`src/rtl/sarx_pkg.sv`:
```
`timescale 1ns/1ps
package sarx_pkg;

  typedef enum logic {
    FMT_LEFT_JUST = 1'b0,
    FMT_I2S       = 1'b1
  } fmt_e;

  typedef enum logic [1:0] {
    MON_MUTED = 2'd0,
    MON_ARMED = 2'd1,
    MON_LIVE  = 2'd2
  } mon_state_e;

  typedef struct packed {
    logic rise;    // synced bit clock rising edge
    logic toggle;  // any synced bit clock edge
    logic lr;      // synced frame clock
    logic dat;     // synced serial data
  } ser_evt_t;

  function automatic logic chan_is_left(input logic lr, input logic fmt);
    return (fmt == FMT_I2S) ? ~lr : lr;
  endfunction

endpackage

```
`src/rtl/sarx_sync.sv`:
```
`timescale 1ns/1ps
module sarx_sync #(
  parameter int unsigned W      = 3,
  parameter int unsigned STAGES = 2
) (
  input  logic         clk_i,
  input  logic         rst_ni,
  input  logic [W-1:0] d_i,
  output logic [W-1:0] q_o
);

  logic [STAGES-1:0][W-1:0] stg_q;

  always_ff @(posedge clk_i or negedge rst_ni) begin
    if (!rst_ni) begin
      stg_q <= '0;
    end else begin
      stg_q[0] <= d_i;
      for (int s = 1; s < int'(STAGES); s++) begin
        stg_q[s] <= stg_q[s-1];
      end
    end
  end

  assign q_o = stg_q[STAGES-1];

endmodule

```
`src/rtl/sarx_deser.sv`:
```
`timescale 1ns/1ps
module sarx_deser
  import sarx_pkg::*;
#(
  parameter int unsigned W = 24
) (
  input  logic         clk_i,
  input  logic         rst_ni,
  input  ser_evt_t     evt_i,
  input  logic         fmt_i,
  output logic [W-1:0] left_o,
  output logic [W-1:0] right_o,
  output logic         valid_o,
  output logic         pair_evt_o,   // combinational: pair completes on this rise
  output logic         start_evt_o   // combinational: left half opens on this rise
);

  localparam int unsigned CW = $clog2(W + 2);
  localparam int unsigned IW = $clog2(W);
  localparam logic [CW-1:0] CNT_MAX = CW'(W + 1);

  logic          have_prev_q, lr_prev_q, in_word_q, left_ok_q, valid_q;
  logic [CW-1:0] cnt_q, slot, cnt_nxt;
  logic [W-1:0]  word_q, word_base, word_nxt, lhold_q, left_q, right_q;
  logic          trans, done_word, prev_left, cur_left;
  logic [IW-1:0] bit_pos;
  int            slot_i;

  assign trans       = evt_i.rise & have_prev_q & (evt_i.lr != lr_prev_q);
  assign prev_left   = chan_is_left(lr_prev_q, fmt_i);
  assign cur_left    = chan_is_left(evt_i.lr, fmt_i);
  assign done_word   = trans & in_word_q;
  assign pair_evt_o  = done_word & ~prev_left & left_ok_q;
  assign start_evt_o = trans & cur_left;

  assign slot      = trans ? '0 : cnt_q;
  assign word_base = trans ? '0 : word_q;
  assign cnt_nxt   = (slot == CNT_MAX) ? CNT_MAX : slot + CW'(1);

  // place the incoming bit; I2S skips the slot on the frame change
  always_comb begin
    word_nxt = word_base;
    slot_i   = int'(slot);
    bit_pos  = '0;
    if (fmt_i == FMT_I2S) begin
      if (slot_i >= 1 && slot_i <= int'(W)) begin
        bit_pos           = IW'(int'(W) - slot_i);
        word_nxt[bit_pos] = evt_i.dat;
      end
    end else begin
      if (slot_i < int'(W)) begin
        bit_pos           = IW'(int'(W) - 1 - slot_i);
        word_nxt[bit_pos] = evt_i.dat;
      end
    end
  end

  always_ff @(posedge clk_i or negedge rst_ni) begin
    if (!rst_ni) begin
      have_prev_q <= 1'b0;
      lr_prev_q   <= 1'b0;
      in_word_q   <= 1'b0;
      left_ok_q   <= 1'b0;
      cnt_q       <= '0;
      word_q      <= '0;
      lhold_q     <= '0;
    end else if (evt_i.rise) begin
      have_prev_q <= 1'b1;
      lr_prev_q   <= evt_i.lr;
      cnt_q       <= cnt_nxt;
      word_q      <= word_nxt;
      if (trans) in_word_q <= 1'b1;
      if (done_word) begin
        if (prev_left) begin
          lhold_q   <= word_q;
          left_ok_q <= 1'b1;
        end else begin
          left_ok_q <= 1'b0;
        end
      end
    end
  end

  always_ff @(posedge clk_i or negedge rst_ni) begin
    if (!rst_ni) begin
      valid_q <= 1'b0;
      left_q  <= '0;
      right_q <= '0;
    end else begin
      valid_q <= pair_evt_o;
      if (pair_evt_o) begin
        left_q  <= lhold_q;
        right_q <= word_q;
      end
    end
  end

  assign left_o  = left_q;
  assign right_o = right_q;
  assign valid_o = valid_q;

  a_r6_valid_single_cycle: assert property (@(posedge clk_i) disable iff (!rst_ni)
    valid_q |=> !valid_q);

  a_r2_frame_change_restarts_slot: assert property (@(posedge clk_i) disable iff (!rst_ni)
    (evt_i.rise && have_prev_q && (evt_i.lr != lr_prev_q)) |=> (cnt_q == CW'(1)));

endmodule

```
`src/rtl/sarx_clk_mon.sv`:
```
`timescale 1ns/1ps
module sarx_clk_mon
  import sarx_pkg::*;
#(
  parameter int unsigned TIMEOUT = 1024
) (
  input  logic clk_i,
  input  logic rst_ni,
  input  logic toggle_i,
  input  logic start_i,
  input  logic pair_i,
  output logic auto_mute_o
);

  localparam int unsigned CW = $clog2(TIMEOUT + 1);
  localparam logic [CW-1:0] LIM = CW'(TIMEOUT);

  logic [CW-1:0] idle_q;
  mon_state_e    state_q, state_d;
  logic          tmo;

  assign tmo = ~toggle_i & (idle_q == LIM - CW'(1));

  always_ff @(posedge clk_i or negedge rst_ni) begin
    if (!rst_ni) begin
      idle_q <= '0;
    end else if (toggle_i) begin
      idle_q <= '0;
    end else if (idle_q != LIM) begin
      idle_q <= idle_q + CW'(1);
    end
  end

  // arming and release; a timeout wins over both
  always_comb begin
    state_d = state_q;
    if (tmo) begin
      state_d = MON_MUTED;
    end else begin
      case (state_q)
        MON_MUTED: if (start_i) state_d = MON_ARMED;
        MON_ARMED: if (pair_i)  state_d = MON_LIVE;
        default:   ;
      endcase
    end
  end

  always_ff @(posedge clk_i or negedge rst_ni) begin
    if (!rst_ni) state_q <= MON_MUTED;
    else         state_q <= state_d;
  end

  assign auto_mute_o = (state_q != MON_LIVE);

  a_r8_idle_limit_is_muted: assert property (@(posedge clk_i) disable iff (!rst_ni)
    (idle_q == LIM) |-> (state_q == MON_MUTED));

  a_r9_release_only_from_armed: assert property (@(posedge clk_i) disable iff (!rst_ni)
    (state_q == MON_LIVE && $past(state_q) != MON_LIVE) |-> ($past(state_q) == MON_ARMED));

endmodule

```
`src/rtl/serial_audio_rx.sv`:
```
`timescale 1ns/1ps
module serial_audio_rx
  import sarx_pkg::*;
#(
  parameter int unsigned SAMPLE_W    = 24,
  parameter int unsigned TIMEOUT     = 1024,
  parameter int unsigned SYNC_STAGES = 2
) (
  input  logic                clk_i,
  input  logic                rst_ni,
  input  logic                bit_clk_i,
  input  logic                frame_clk_i,
  input  logic                ser_data_i,
  input  logic                fmt_i,
  input  logic                mute_i,
  output logic [SAMPLE_W-1:0] left_o,
  output logic [SAMPLE_W-1:0] right_o,
  output logic                valid_o,
  output logic                auto_mute_o
);

  localparam int unsigned NSIG = 3;

  logic [NSIG-1:0]     sync_q;
  logic                sclk_q;
  ser_evt_t            evt;
  logic [SAMPLE_W-1:0] left_raw, right_raw;
  logic                pair_evt, start_evt, auto_mute;

  sarx_sync #(
    .W      (NSIG),
    .STAGES (SYNC_STAGES)
  ) u_sync (
    .clk_i  (clk_i),
    .rst_ni (rst_ni),
    .d_i    ({ser_data_i, frame_clk_i, bit_clk_i}),
    .q_o    (sync_q)
  );

  always_ff @(posedge clk_i or negedge rst_ni) begin
    if (!rst_ni) sclk_q <= 1'b0;
    else         sclk_q <= sync_q[0];
  end

  assign evt.rise   = sync_q[0] & ~sclk_q;
  assign evt.toggle = sync_q[0] ^ sclk_q;
  assign evt.lr     = sync_q[1];
  assign evt.dat    = sync_q[2];

  sarx_deser #(
    .W (SAMPLE_W)
  ) u_deser (
    .clk_i       (clk_i),
    .rst_ni      (rst_ni),
    .evt_i       (evt),
    .fmt_i       (fmt_i),
    .left_o      (left_raw),
    .right_o     (right_raw),
    .valid_o     (valid_o),
    .pair_evt_o  (pair_evt),
    .start_evt_o (start_evt)
  );

  sarx_clk_mon #(
    .TIMEOUT (TIMEOUT)
  ) u_clk_mon (
    .clk_i       (clk_i),
    .rst_ni      (rst_ni),
    .toggle_i    (evt.toggle),
    .start_i     (start_evt),
    .pair_i      (pair_evt),
    .auto_mute_o (auto_mute)
  );

  assign auto_mute_o = auto_mute;
  assign left_o      = (mute_i | auto_mute) ? '0 : left_raw;
  assign right_o     = (mute_i | auto_mute) ? '0 : right_raw;

  a_r10_valid_follows_rise: assert property (@(posedge clk_i) disable iff (!rst_ni)
    valid_o |-> $past(evt.rise));

endmodule

```
`config.mk`:
```
export PLATFORM = sky130hd
export DESIGN_NAME = serial_audio_rx
export DESIGN_NICKNAME = d
export VERILOG_FILES = /design/src/rtl/sarx_pkg.sv /design/src/rtl/sarx_sync.sv /design/src/rtl/sarx_deser.sv /design/src/rtl/sarx_clk_mon.sv /design/src/rtl/serial_audio_rx.sv
export SDC_FILE = /design/constraint.sdc
export NUM_CORES = 1
export LEC_CHECK = 0
export ABC_AREA = 1
export CORE_AREA = 2 2 105 107
export CTS_CLUSTER_DIAMETER = 60
export DETAILED_ROUTE_END_ITERATION = 16
export DIE_AREA = 0 0 107 109
export DONT_BUFFER_PORTS = 1
export GPL_TIMING_DRIVEN = 0
export HOLD_SLACK_MARGIN = 0.12
export PLACE_DENSITY = 0.79
export SYNTH_ARGS = -nofsm -noshare
export SYNTH_HDL_FRONTEND = slang
export SYNTH_SLANG_ARGS = --single-unit
```
`constraint.sdc`:
```
create_clock -name clk_i -period 6.25 [get_ports clk_i]
set_input_delay 1.25 -clock clk_i [delete_from_list [all_inputs] [get_ports clk_i]]
set_output_delay 1.25 -clock clk_i [all_outputs]
set_load 0.005 [all_outputs]
```
==> results of run 1 <==
## cells in the final DEF, fill, tap and decap left out, types with 2 or more instances in the layout
master and n:
inv_2 3, a31oi_1 5, ha_1 8, buf_6 3
o21ai_0 102, nand3_1 92, clkinv_2 5, clkinv_4 3
clkinv_1 3, buf_1 2, dfrtp_1 126, buf_2 9
clkinvlp_4 2, nor4_1 4, o211ai_1 2, nor2_4 2
o22ai_1 3, nor2_1 93, inv_1 126, clkbuf_8 3
nand4_1 26, nand2_2 2, clkbuf_1 40, o31ai_1 5
clkbuf_16 16, a21oi_1 40, nand2_4 2, or2_2 2
nand2_1 177, xnor2_1 2, nor3_1 3, o21ai_1 2
## worst paths after layout
check                           startpoint                   to  slack, ps  cells past startpoint
setup reg to reg             u_sync.q_o[0]   u_deser.word_q[13]       2830                     21
max in group asynchronous           rst_ni   u_deser.right_o[7]       5680                      0
setup / recovery                    mute_i            left_o[8]       2660                      4
hold / removal             u_sync.stg_q[2]        u_sync.q_o[2]        350                      0
min in group asynchronous           rst_ni  u_clk_mon.idle_q[5]        420                      0
hold reg to reg            u_sync.stg_q[2]        u_sync.q_o[2]        350                      0
## metrics by stage
stage	hold slack (ps)	std cells	util (%)	total power [mW]
6_report	351	1060	69.1	3.10
5_1_grt	365	1060	69.1	3.29
4_1_cts	354	1060	69.1	3.08
3_5_place_dp	340	1028	64.2	2.21
2_1_floorplan	331	888	-	1.93
3_3_place_gp	331	1028	64.2	2.16
## final cells by class
type	count	area (sq um)	share of cell area (%)
multi-input cells	577	2740	37.5
well taps	140	175	2.39
plain buffers	53	238	3.25
clock buffers	22	453	6.18
clock inverters	10	66.3	0.905
flip-flops and latches	126	3150	43.0
inverters	132	495	6.76
## cells by family after synthesis
family	synth area share (%)
compound gates	12.8
buf+inv	11.1
fa+ha+maj	1.51
xor+xnor	0.264
flops	47.6
simple gates	26.9
## sequential cells by signal (all words and copies together), names as in the netlist, 2 cells and up
| name | cells |
|---|---|
| u_clk_mon.idle_q | 11 |
| u_clk_mon.state_q | 2 |
| u_deser.cnt_q | 5 |
| u_deser.left_o | 24 |
| u_deser.lhold_q | 24 |
| u_deser.right_o | 24 |
| u_deser.word_q | 24 |
| u_sync.q_o | 3 |
| u_sync.stg_q | 3 |
## power groups by stage
stage	combinational (mW)	sequential [mW]	clock (mW)
2_1_floorplan	0.711	1.22	0
3_3_place_gp	0.905	1.26	0
3_5_place_dp	0.938	1.27	0
4_1_cts	0.956	1.26	0.862
5_1_grt	1.09	1.29	0.905
6_report	0.976	1.26	0.858
## metal layers
metal  up-vias  track usage, %  routed length [um]
met2       287            55.6                8780
met3        55            6.69                1300
met4         0            12.3                 514
met5         -               0                   0
met1      2875            40.9                7430
li1       2901               -                   -
==> results.py, run 1 <==
metrics = {
    "timing": {
        "setup_slack_ps": 2660,
        "hold_viol": 0,
        "finalMaxSlewViolations": 0,
        "slew_headroom_pct": 49.8,
        "rsz0062_at_grt": "false",
        "tns_ps": 0,
        "max_freq_mhz": 279,
        "fin_skew_ps": 8.62,
        "worst_pin_slew_ps": 752,
        "post-route-period-util_pct": 57.4,
        "finalSetupViolations": 0,
        "period_needed_ps": 3590,
    },
    "pwr": {
        "pwr-share-seq_pct": 40.8,
        "p_sw_share_pct": 38.6,
        "power_density_mw_per_mm2": 423,
        "pwr-share-comb_pct": 31.5,
        "leakagePower_nw": 3.65,
        "net-switching-power_mw": 1.20,
        "ir_drop_v": 0.000315,
        "p_int_mw": 1.90,
        "p_clk_share_pct": 27.7,
    },
    "clock_network": {
        "ctsResizeCount": 0,
        "cts_tree": "built",
        "clockRootBuffer": "clkbuf_8",
        "cts_made_buffers": 17,
        "clkTransAtPathRegs_ps": 60,
        "clk_latency_ps": 530,
        "clock_sink_count": 126,
        "post-cts-setup-buffers": 0,
        "cts_hold_buffers": 0,
        "cts_buffer_depth": 2,
        "htree_levels": 4,
    },
    "place": {
        "dpl.hpwl_mm": 12.6,
        "dpl_cell_area_sq_mm": 0.00681,
        "place.gp.congestion": 0.927,
        "portBuffers": 0,
        "dp_worst_setup_slack_ps": 2680,
    },
    "final_layout": {
        "final_area_sq_mm": 0.00732,
        "nNetsFinal": 922,
        "antenna_cells": 0,
        "fill_cells": 866,
        "drive_above_1_share_pct": 6.30,
        "areaGrowthSynthToFinish_pct": 10.5,
    },
    "routing": {
        "post-route-drc-count": 0,
        "initialDrtViolationCount": 707,
        "ant_nets": 0,
        "avgRoutedWirePerCell_um": 17.0,
        "via_count": 6118,
        "viasPerCell": 5.77,
        "dr.pass1.iters": 8,
        "wl_mm": 18.0,
    },
    "critical_path": {
        "crit_chain": "or2_2, clkbuf_1, buf_1, nor2_1",
        "crit_path_end_kind": "primary output",
        "critPathMaxStageDelay_ps": 320,
        "cp.required_ps": 5000,
        "worst_ep_arrival_time_ps": 2340,
        "crit_path_start_kind": "input port",
        "crit_path_max_fanout": 10,
        "path_class": "in2out",
        "path_buf_inv": 2,
        "crit_slowest_cell": "or2_2",
        "critPathTopFamily": "buffers and inverters",
    },
    "global_routing": {
        "grt_pass1_vias": 5971,
        "antenna_found_initial": 0,
        "grt_max_degree": 127,
        "grt.overflow.total": 0,
        "grt_pass1_wl_mm": 29.1,
        "track_usage_pct": 32.5,
    },
    "logic_synthesis": {
        "ys_warn_count": 0,
        "syn-num-nets": 903,
        "ys.flop_type": "dfrtp_1",
        "yosysMostFrequentCell": "nand2_1",
        "yosysUniqueCellTypes": 34,
        "synth.top_cell.area_share_pct": 47.6,
        "synth-edff-count": 0,
        "syn-instance-count": 888,
        "synthTopCellsByArea": "dfrtp_1 (48%), nand2_1 (10%), o21ai_0 (7.7%)",
        "ys_seq_area_share_pct": 47.6,
        "synth_area_sq_mm": 0.00663,
        "ys_ff_latch": 126,
        "synth.avg_cell_area_sq_um": 7.47,
        "synth_top_area_cell": "dfrtp_1",
        "async_flop_share_pct": 100,
        "netlist_top_cells_count": "nand2_1 (177), dfrtp_1 (126), inv_1 (126), o21ai_0 (102), nor2_1 (93)",
    },
    "floorplanning": {
        "start_util_pct": 62.5,
        "io-pin-count": 57,
        "core-area_sq_mm": 0.0106,
        "row_count": 38,
        "die-area_sq_mm": 0.0117,
        "die_y_um": 109,
        "die-width_um": 107,
    },
    "status": {
        "run_status": "finished clean",
    },
    "hold_path": {
        "hp-class": "reg2reg",
    },
    "run": {
        "drv_cap": 0,
    },
}
No activity file was read; power rests on OpenSTA's default activity.
==> run 2, diff against run 1 <==
Settings changed: ABC_AREA 1 to 0, CORE_AREA 2 2 105 107 to 2 2 109 111, DIE_AREA 0 0 107 109 to 0 0 111 113, PLACE_DENSITY 0.79 to 0.75.
Clock period 6.25 ns to 3.3 ns, I/O delays scaled along.
==> run 2 against run 1 <==
Net effect: the flow now finishes with violations (negative hold slack); synthesized cell count fell by 33%; setup slack got worse by 2500 ps; routed wire length fell by 5.9%; cell area fell by 0.65%; final cell count fell by 27%; count of clock-buffer cells in the layout did not move.
==> results.py, run 2 <==
metrics = {
    "logic_synthesis": {
        "synth_area_sq_mm": 0.00646,
        "synth.avg_cell_area_sq_um": 10.8,
        "ys_warn_count": 0,
        "yosysMostFrequentCell": "dfrtp_1",
        "async_flop_share_pct": 100,
        "synthTopCellsByArea": "dfrtp_1 (49%), mux2_2 (9.8%), and2_1 (5.7%)",
        "ys_ff_latch": 126,
        "synth_top_area_cell": "dfrtp_1",
        "ys_seq_area_share_pct": 48.8,
        "syn-num-nets": 611,
        "synth-edff-count": 0,
        "netlist_top_cells_count": "dfrtp_1 (126), and2_1 (59), mux2_2 (56), nand2_1 (36), o21ai_0 (36)",
        "synth.top_cell.area_share_pct": 48.8,
        "ys.flop_type": "dfrtp_1",
        "yosysUniqueCellTypes": 60,
        "syn-instance-count": 596,
    },
    "floorplanning": {
        "die-width_um": 111,
        "row_count": 39,
        "die-area_sq_mm": 0.0125,
        "io-pin-count": 57,
        "die_y_um": 113,
        "core-area_sq_mm": 0.0113,
        "start_util_pct": 57.3,
    },
    "final_layout": {
        "layout_common_cells": "dfrtp_1 (126), and2_1 (59), mux2_2 (56), nand2_1 (36), o21ai_0 (36)",
        "drive_above_1_share_pct": 20.3,
        "nNetsFinal": 629,
        "antenna_cells": 0,
        "final_common_cell": "dfrtp_1",
        "areaGrowthSynthToFinish_pct": 12.7,
    },
    "place": {
        "place.gp.congestion": 0.999,
        "dpl.hpwl_mm": 11.7,
        "portBuffers": 0,
        "dp_worst_setup_slack_ps": -74.9,
    },
    "clock_network": {
        "post-cts-setup-buffers": 0,
        "clockRootBuffer": "clkbuf_16",
        "cts_buffer_depth": 2,
        "htree_levels": 4,
        "cts_made_buffers": 17,
        "clkTransAtPathRegs_ps": 60,
        "cts_tree": "built",
        "clock_sink_count": 126,
        "clk_latency_ps": 420,
    },
    "timing": {
        "hold_viol": 126,
        "timing.hold.ws_ps": -62.6,
        "period_needed_ps": 3100,
        "max_freq_mhz": 323,
        "rsz0062_at_grt": "false",
        "setup_slack_ps": 203,
        "post-route-period-util_pct": 93.9,
        "finalMaxSlewViolations": 0,
        "finalSetupViolations": 0,
        "slew_headroom_pct": 24.3,
        "worst_pin_slew_ps": 1130,
        "fin_skew_ps": 6.62,
    },
    "routing": {
        "initialDrtViolationCount": 498,
        "ant_nets": 0,
        "viasPerCell": 6.21,
        "post-route-drc-count": 0,
        "via_count": 4772,
        "wl_mm": 17.0,
        "avgRoutedWirePerCell_um": 22.1,
        "dr.pass1.iters": 8,
    },
    "global_routing": {
        "grt_pass1_vias": 4775,
        "grt.overflow.total": 0,
        "grt_pass1_wl_mm": 27.1,
        "antenna_found_initial": 0,
        "track_usage_pct": 28.5,
        "grt_max_degree": 127,
    },
    "critical_path": {
        "crit_path_max_fanout": 10,
        "path_class": "reg2out",
        "crit_path_end_kind": "primary output",
        "crit_path_start_kind": "flip-flop",
        "worst_ep_arrival_time_ps": 2440,
        "cp.required_ps": 2640,
    },
    "status": {
        "run_status": "complete, but fails checks",
        "violations": "negative hold slack",
    },
    "pwr": {
        "leakagePower_nw": 3.28,
        "ir_drop_v": 0.000518,
        "power_density_mw_per_mm2": 731,
    },
    "run": {
        "drv_cap": 0,
    },
    "hold_path": {
        "hp-class": "in2async",
    },
}
==> run 2: changes by cell type after synthesis, moves of 59 or more <==
cell	delta
nor2_1	-66
inv_1	-110
nand2_1	-141
o21ai_0	-66
nand3_1	-70
and2_1	+59
==> run 2: timing repair <==
action	4_1_cts	5_1_grt
endpoints found under the setup margin	2	13
gates resized for setup	1	4
pin swaps	0	0
endpoints found under the hold margin	126	126
==> run 2: cell type report <==
class | instances | area (sq um)
fillers | 889 | 4000
flip-flops and latches | 126 | 3150
multi-input cells | 417 | 3090
clock buffers | 22 | 474
well taps | 143 | 179
plain buffers | 35 | 159
clock inverters | 9 | 158
inverters | 17 | 63.8
==> run 2: path summary, 6_finish.rpt <==
| check | from | end | slack (ps) | cells past startpoint |
|---|---|---|---|---|
| max | u_clk_mon.state_q[0] | left_o[15] | 200 | 5 |
| min | rst_ni | u_deser.right_o[21] | -60 | 0 |
| max reg2reg | u_deser.lr_prev_q | u_deser.word_q[23] | 210 | 10 |
| min reg2reg | u_sync.stg_q[1] | u_sync.q_o[1] | 350 | 0 |
| max in group asynchronous | rst_ni | u_deser.left_o[15] | 3230 | 0 |
| min in group clk_i | ser_data_i | u_sync.stg_q[2] | 270 | 0 |
==> run 2: where the power goes <==
part           internal [mW]  switching, mW
logic                  0.486          0.838
clock network           1.32          0.673
registers               1.80          0.203
==> run 2: per-layer routing <==
metal  vias up  global-route usage [%]  share of wire, %  wire length [um]
li1       2181                       -                 -                 -
met1      2387                    39.6                45              7600
met2       175                    44.2                47              7940
met3        29                    7.66               6.6              1110
met4         0                    8.75               1.9               314
met5         -                       0                 0                 0
==> run 2: logic make-up (layout without fill, tap and decap cells) <==
group	count (synthesis)	in the layout	share of synthesized area (%)
buffers and inverters	53	83	3.49
AOI/OAI and AO/OA	114	114	11.9
xor gates and xnor gates	12	12	1.74
adders and majority gates	8	8	1.55
muxes	86	86	15.9
and+or+nand+nor	197	197	16.6
DFF	126	126	48.8
==> run 2: worst max-delay path, stage by stage (launching register included) <==
cell and delay, ps:
dfrtp_1 400, nand2b_1 190, nor2_1 380, clkbuf_1 400, clkbuf_1 410, and2_1 230
==> run 2: metrics by stage <==
stage | utilization (%) | TNS (ps) | std cells | power, mW | area [sq um]
global placement | 58.9 | -173 | 739 | 3.27 | 6640
global route | 64.6 | 0 | 769 | 5.57 | 7280
finish | 64.6 | 0 | 769 | 5.32 | 7280
floorplan | - | 0 | 596 | 2.88 | 6460
CTS | 64.5 | 0 | 770 | 5.30 | 7270
detailed placement | 58.9 | -150 | 739 | 3.30 | 6640
==> run 3, diff against run 2 <==
Settings changed: ABC_AREA 0 to 1, CORE_AREA 2 2 109 111 to 2 2 110 112, DIE_AREA 0 0 111 113 to 0 0 112 114, PLACE_DENSITY 0.75 to 0.76.
==> run 3 against run 2 <==
Net effect: the flow still finishes with violations (negative hold slack); clock power down 11%; count of clock-buffer cells in the layout up 1; power is 12% higher; largest power group unchanged; global-route usage shrank 1.0 points; final cell count increased by 39%; critical path type is now reg2reg; highest routed layer unchanged; combinational power up 38%.
==> results.py, run 3 (synthesis gave the netlist of run 1 again) <==
metrics = {
    "place": {
        "portBuffers": 0,
        "dpl_cell_area_sq_mm": 0.00681,
        "dpl.hpwl_mm": 11.8,
        "place_inst": 1035,
        "place.gp.congestion": 0.953,
        "dp_worst_setup_slack_ps": 16.5,
    },
    "status": {
        "violations": "negative hold slack",
        "run_status": "complete, but fails checks",
    },
    "pwr": {
        "power_density_mw_per_mm2": 808,
        "ir_drop_v": 0.000589,
        "leakagePower_nw": 3.67,
        "total_power_mw": 5.99,
    },
    "timing": {
        "finalMaxSlewViolations": 0,
        "finalSetupViolations": 0,
        "post-route-period-util_pct": 92.7,
        "fin_skew_ps": 9.80,
        "max_freq_mhz": 327,
        "period_needed_ps": 3060,
        "timing.hold.ws_ps": -75.2,
        "setup_slack_ps": 242,
        "hold_viol": 126,
        "rsz0062_at_grt": "false",
        "slew_headroom_pct": 57.1,
        "worst_pin_slew_ps": 644,
        "tns_ps": 0,
    },
    "clock_network": {
        "cts_made_buffers": 17,
        "cts_tree": "built",
        "clockRootBuffer": "clkbuf_16",
        "clkTransAtPathRegs_ps": 60,
        "cts_buffer_depth": 2,
        "htree_levels": 4,
        "clk_latency_ps": 430,
        "clock_sink_count": 126,
    },
    "final_layout": {
        "layout_common_cells": "nand2_1 (177), dfrtp_1 (126), inv_1 (125), o21ai_0 (102), nand3_1 (92)",
        "fill_cells": 1029,
        "final_common_cell": "nand2_1",
        "antenna_cells": 0,
        "drive_above_1_share_pct": 6.85,
        "seq_area_sq_mm": 0.00315,
        "areaGrowthSynthToFinish_pct": 11.7,
        "stdcell_count": 1067,
        "nNetsFinal": 922,
        "final_area_sq_mm": 0.00740,
        "final_core_util_pct": 63.2,
        "multi_input_area_sq_mm": 0.00276,
    },
    "floorplanning": {
        "start_util_pct": 56.6,
        "row_count": 40,
        "io-pin-count": 57,
        "die_y_um": 114,
        "die-area_sq_mm": 0.0128,
        "die-width_um": 112,
        "core-area_sq_mm": 0.0117,
    },
    "global_routing": {
        "met1_usage_pct": 38.9,
        "grt-busiest-layer": "met2",
        "met2_usage_pct": 42.0,
        "antenna_found_initial": 0,
        "grt_max_degree": 127,
        "grt.overflow.total": 0,
        "globalRouteMet3Util_pct": 6.16,
        "grt_pass1_vias": 5439,
        "track_usage_pct": 27.4,
        "grt_pass1_wl_mm": 27.3,
    },
    "routing": {
        "viasPerCell": 5.48,
        "dr.pass1.iters": 5,
        "wl_mm": 16.9,
        "via_count": 5846,
        "initialDrtViolationCount": 653,
        "post-route-drc-count": 0,
        "avgRoutedWirePerCell_um": 15.8,
        "ant_nets": 0,
    },
    "critical_path": {
        "cp.required_ps": 3640,
        "cp_common_cell": "inv_1",
        "crit_slowest_cell": "dfrtp_1",
        "path_buf_inv": 8,
        "path_class": "reg2reg",
        "crit_chain": "inv_1, ha_1, buf_4, nand2_1, inv_2, nand3_4, buf_6, inv_1, nor2_4, inv_1, ha_2, inv_4, o2111ai_2, nand2_4, nor2_4, buf_6, nand3_1, nand2_1, nand3_1, a21oi_1",
        "crit_path_end_kind": "flip-flop",
        "crit_path_max_fanout": 10,
        "worst_ep_arrival_time_ps": 3400,
        "crit_path_start_kind": "flip-flop",
        "r2r_cells": 20,
        "r2r_slack_ps": 240,
        "critPathMaxStageDelay_ps": 350,
        "critPathTopFamily": "buffers and inverters",
        "reg2reg_to": "u_deser.word_q[15]",
        "worstReg2RegStart": "sclk_q",
    },
    "run": {
        "drv_cap": 0,
    },
    "hold_path": {
        "hp-class": "in2async",
    },
}
## run 3: changes by cell type in the layout (fill, tap and decap cells not counted), sizes merged, moves of 7 or more
cell,previous run,this run
and2,59,0
xnor2,9,2
o21ai,37,104
nand4,1,26
nor3,11,4
nor2,27,96
mux2,75,0
inv,18,129
nand3,22,93
nand2,36,181
a21oi,16,40
nand2b,13,0
clkbuf,45,60
mux2i,11,0
## run 3: layer usage
metal	routed length, um	part of all wire (%)
met1	7820	46
met2	7610	45
met3	1110	6.6
met4	351	2.1
met5	0	0
## run 3: layout make-up
class                   instances  share of cell area (%)
multi-input cells             577                    37.2
flip-flops and latches        126                    42.6
inverters                     132                    6.73
clock buffers                  23                    6.59
repair buffers                  1                   0.101
well taps                     147                    2.48
plain buffers                  52                    3.14
clock inverters                 9                    1.15
## run 3: worst max-delay path by stage
| stage | depth (start not counted) | slack, ps | to | startpoint |
|---|---|---|---|---|
| finish | 20 | 240 | u_deser.word_q[15] | sclk_q |
| global route | 20 | 60 | u_deser.word_q[15] | sclk_q |
| CTS | 21 | 50 | u_deser.word_q[5] | u_sync.q_o[0] |
| detailed placement | 21 | 20 | u_deser.word_q[5] | u_sync.q_o[0] |
| global placement | 21 | 110 | u_deser.word_q[14] | u_sync.q_o[0] |
| floorplan | 21 | 570 | u_deser.word_q[6] | u_sync.q_o[0] |
## run 3: where the power goes
part | leakage [nW] | switching [mW] | internal [mW]
sequential | 1.51 | 0.293 | 2.09
combinational | 1.88 | 1.25 | 0.571
clock | 0.275 | 0.673 | 1.11
total | 3.67 | 2.21 | 3.77
## run 3: repair_timing
item / in CTS / in global routing
pin swaps: 0 / 2
resized for setup: 1 / 5
setup endpoints to repair: 1 / 20
buffers inserted: 0 / 1
hold endpoints to repair: 126 / 126
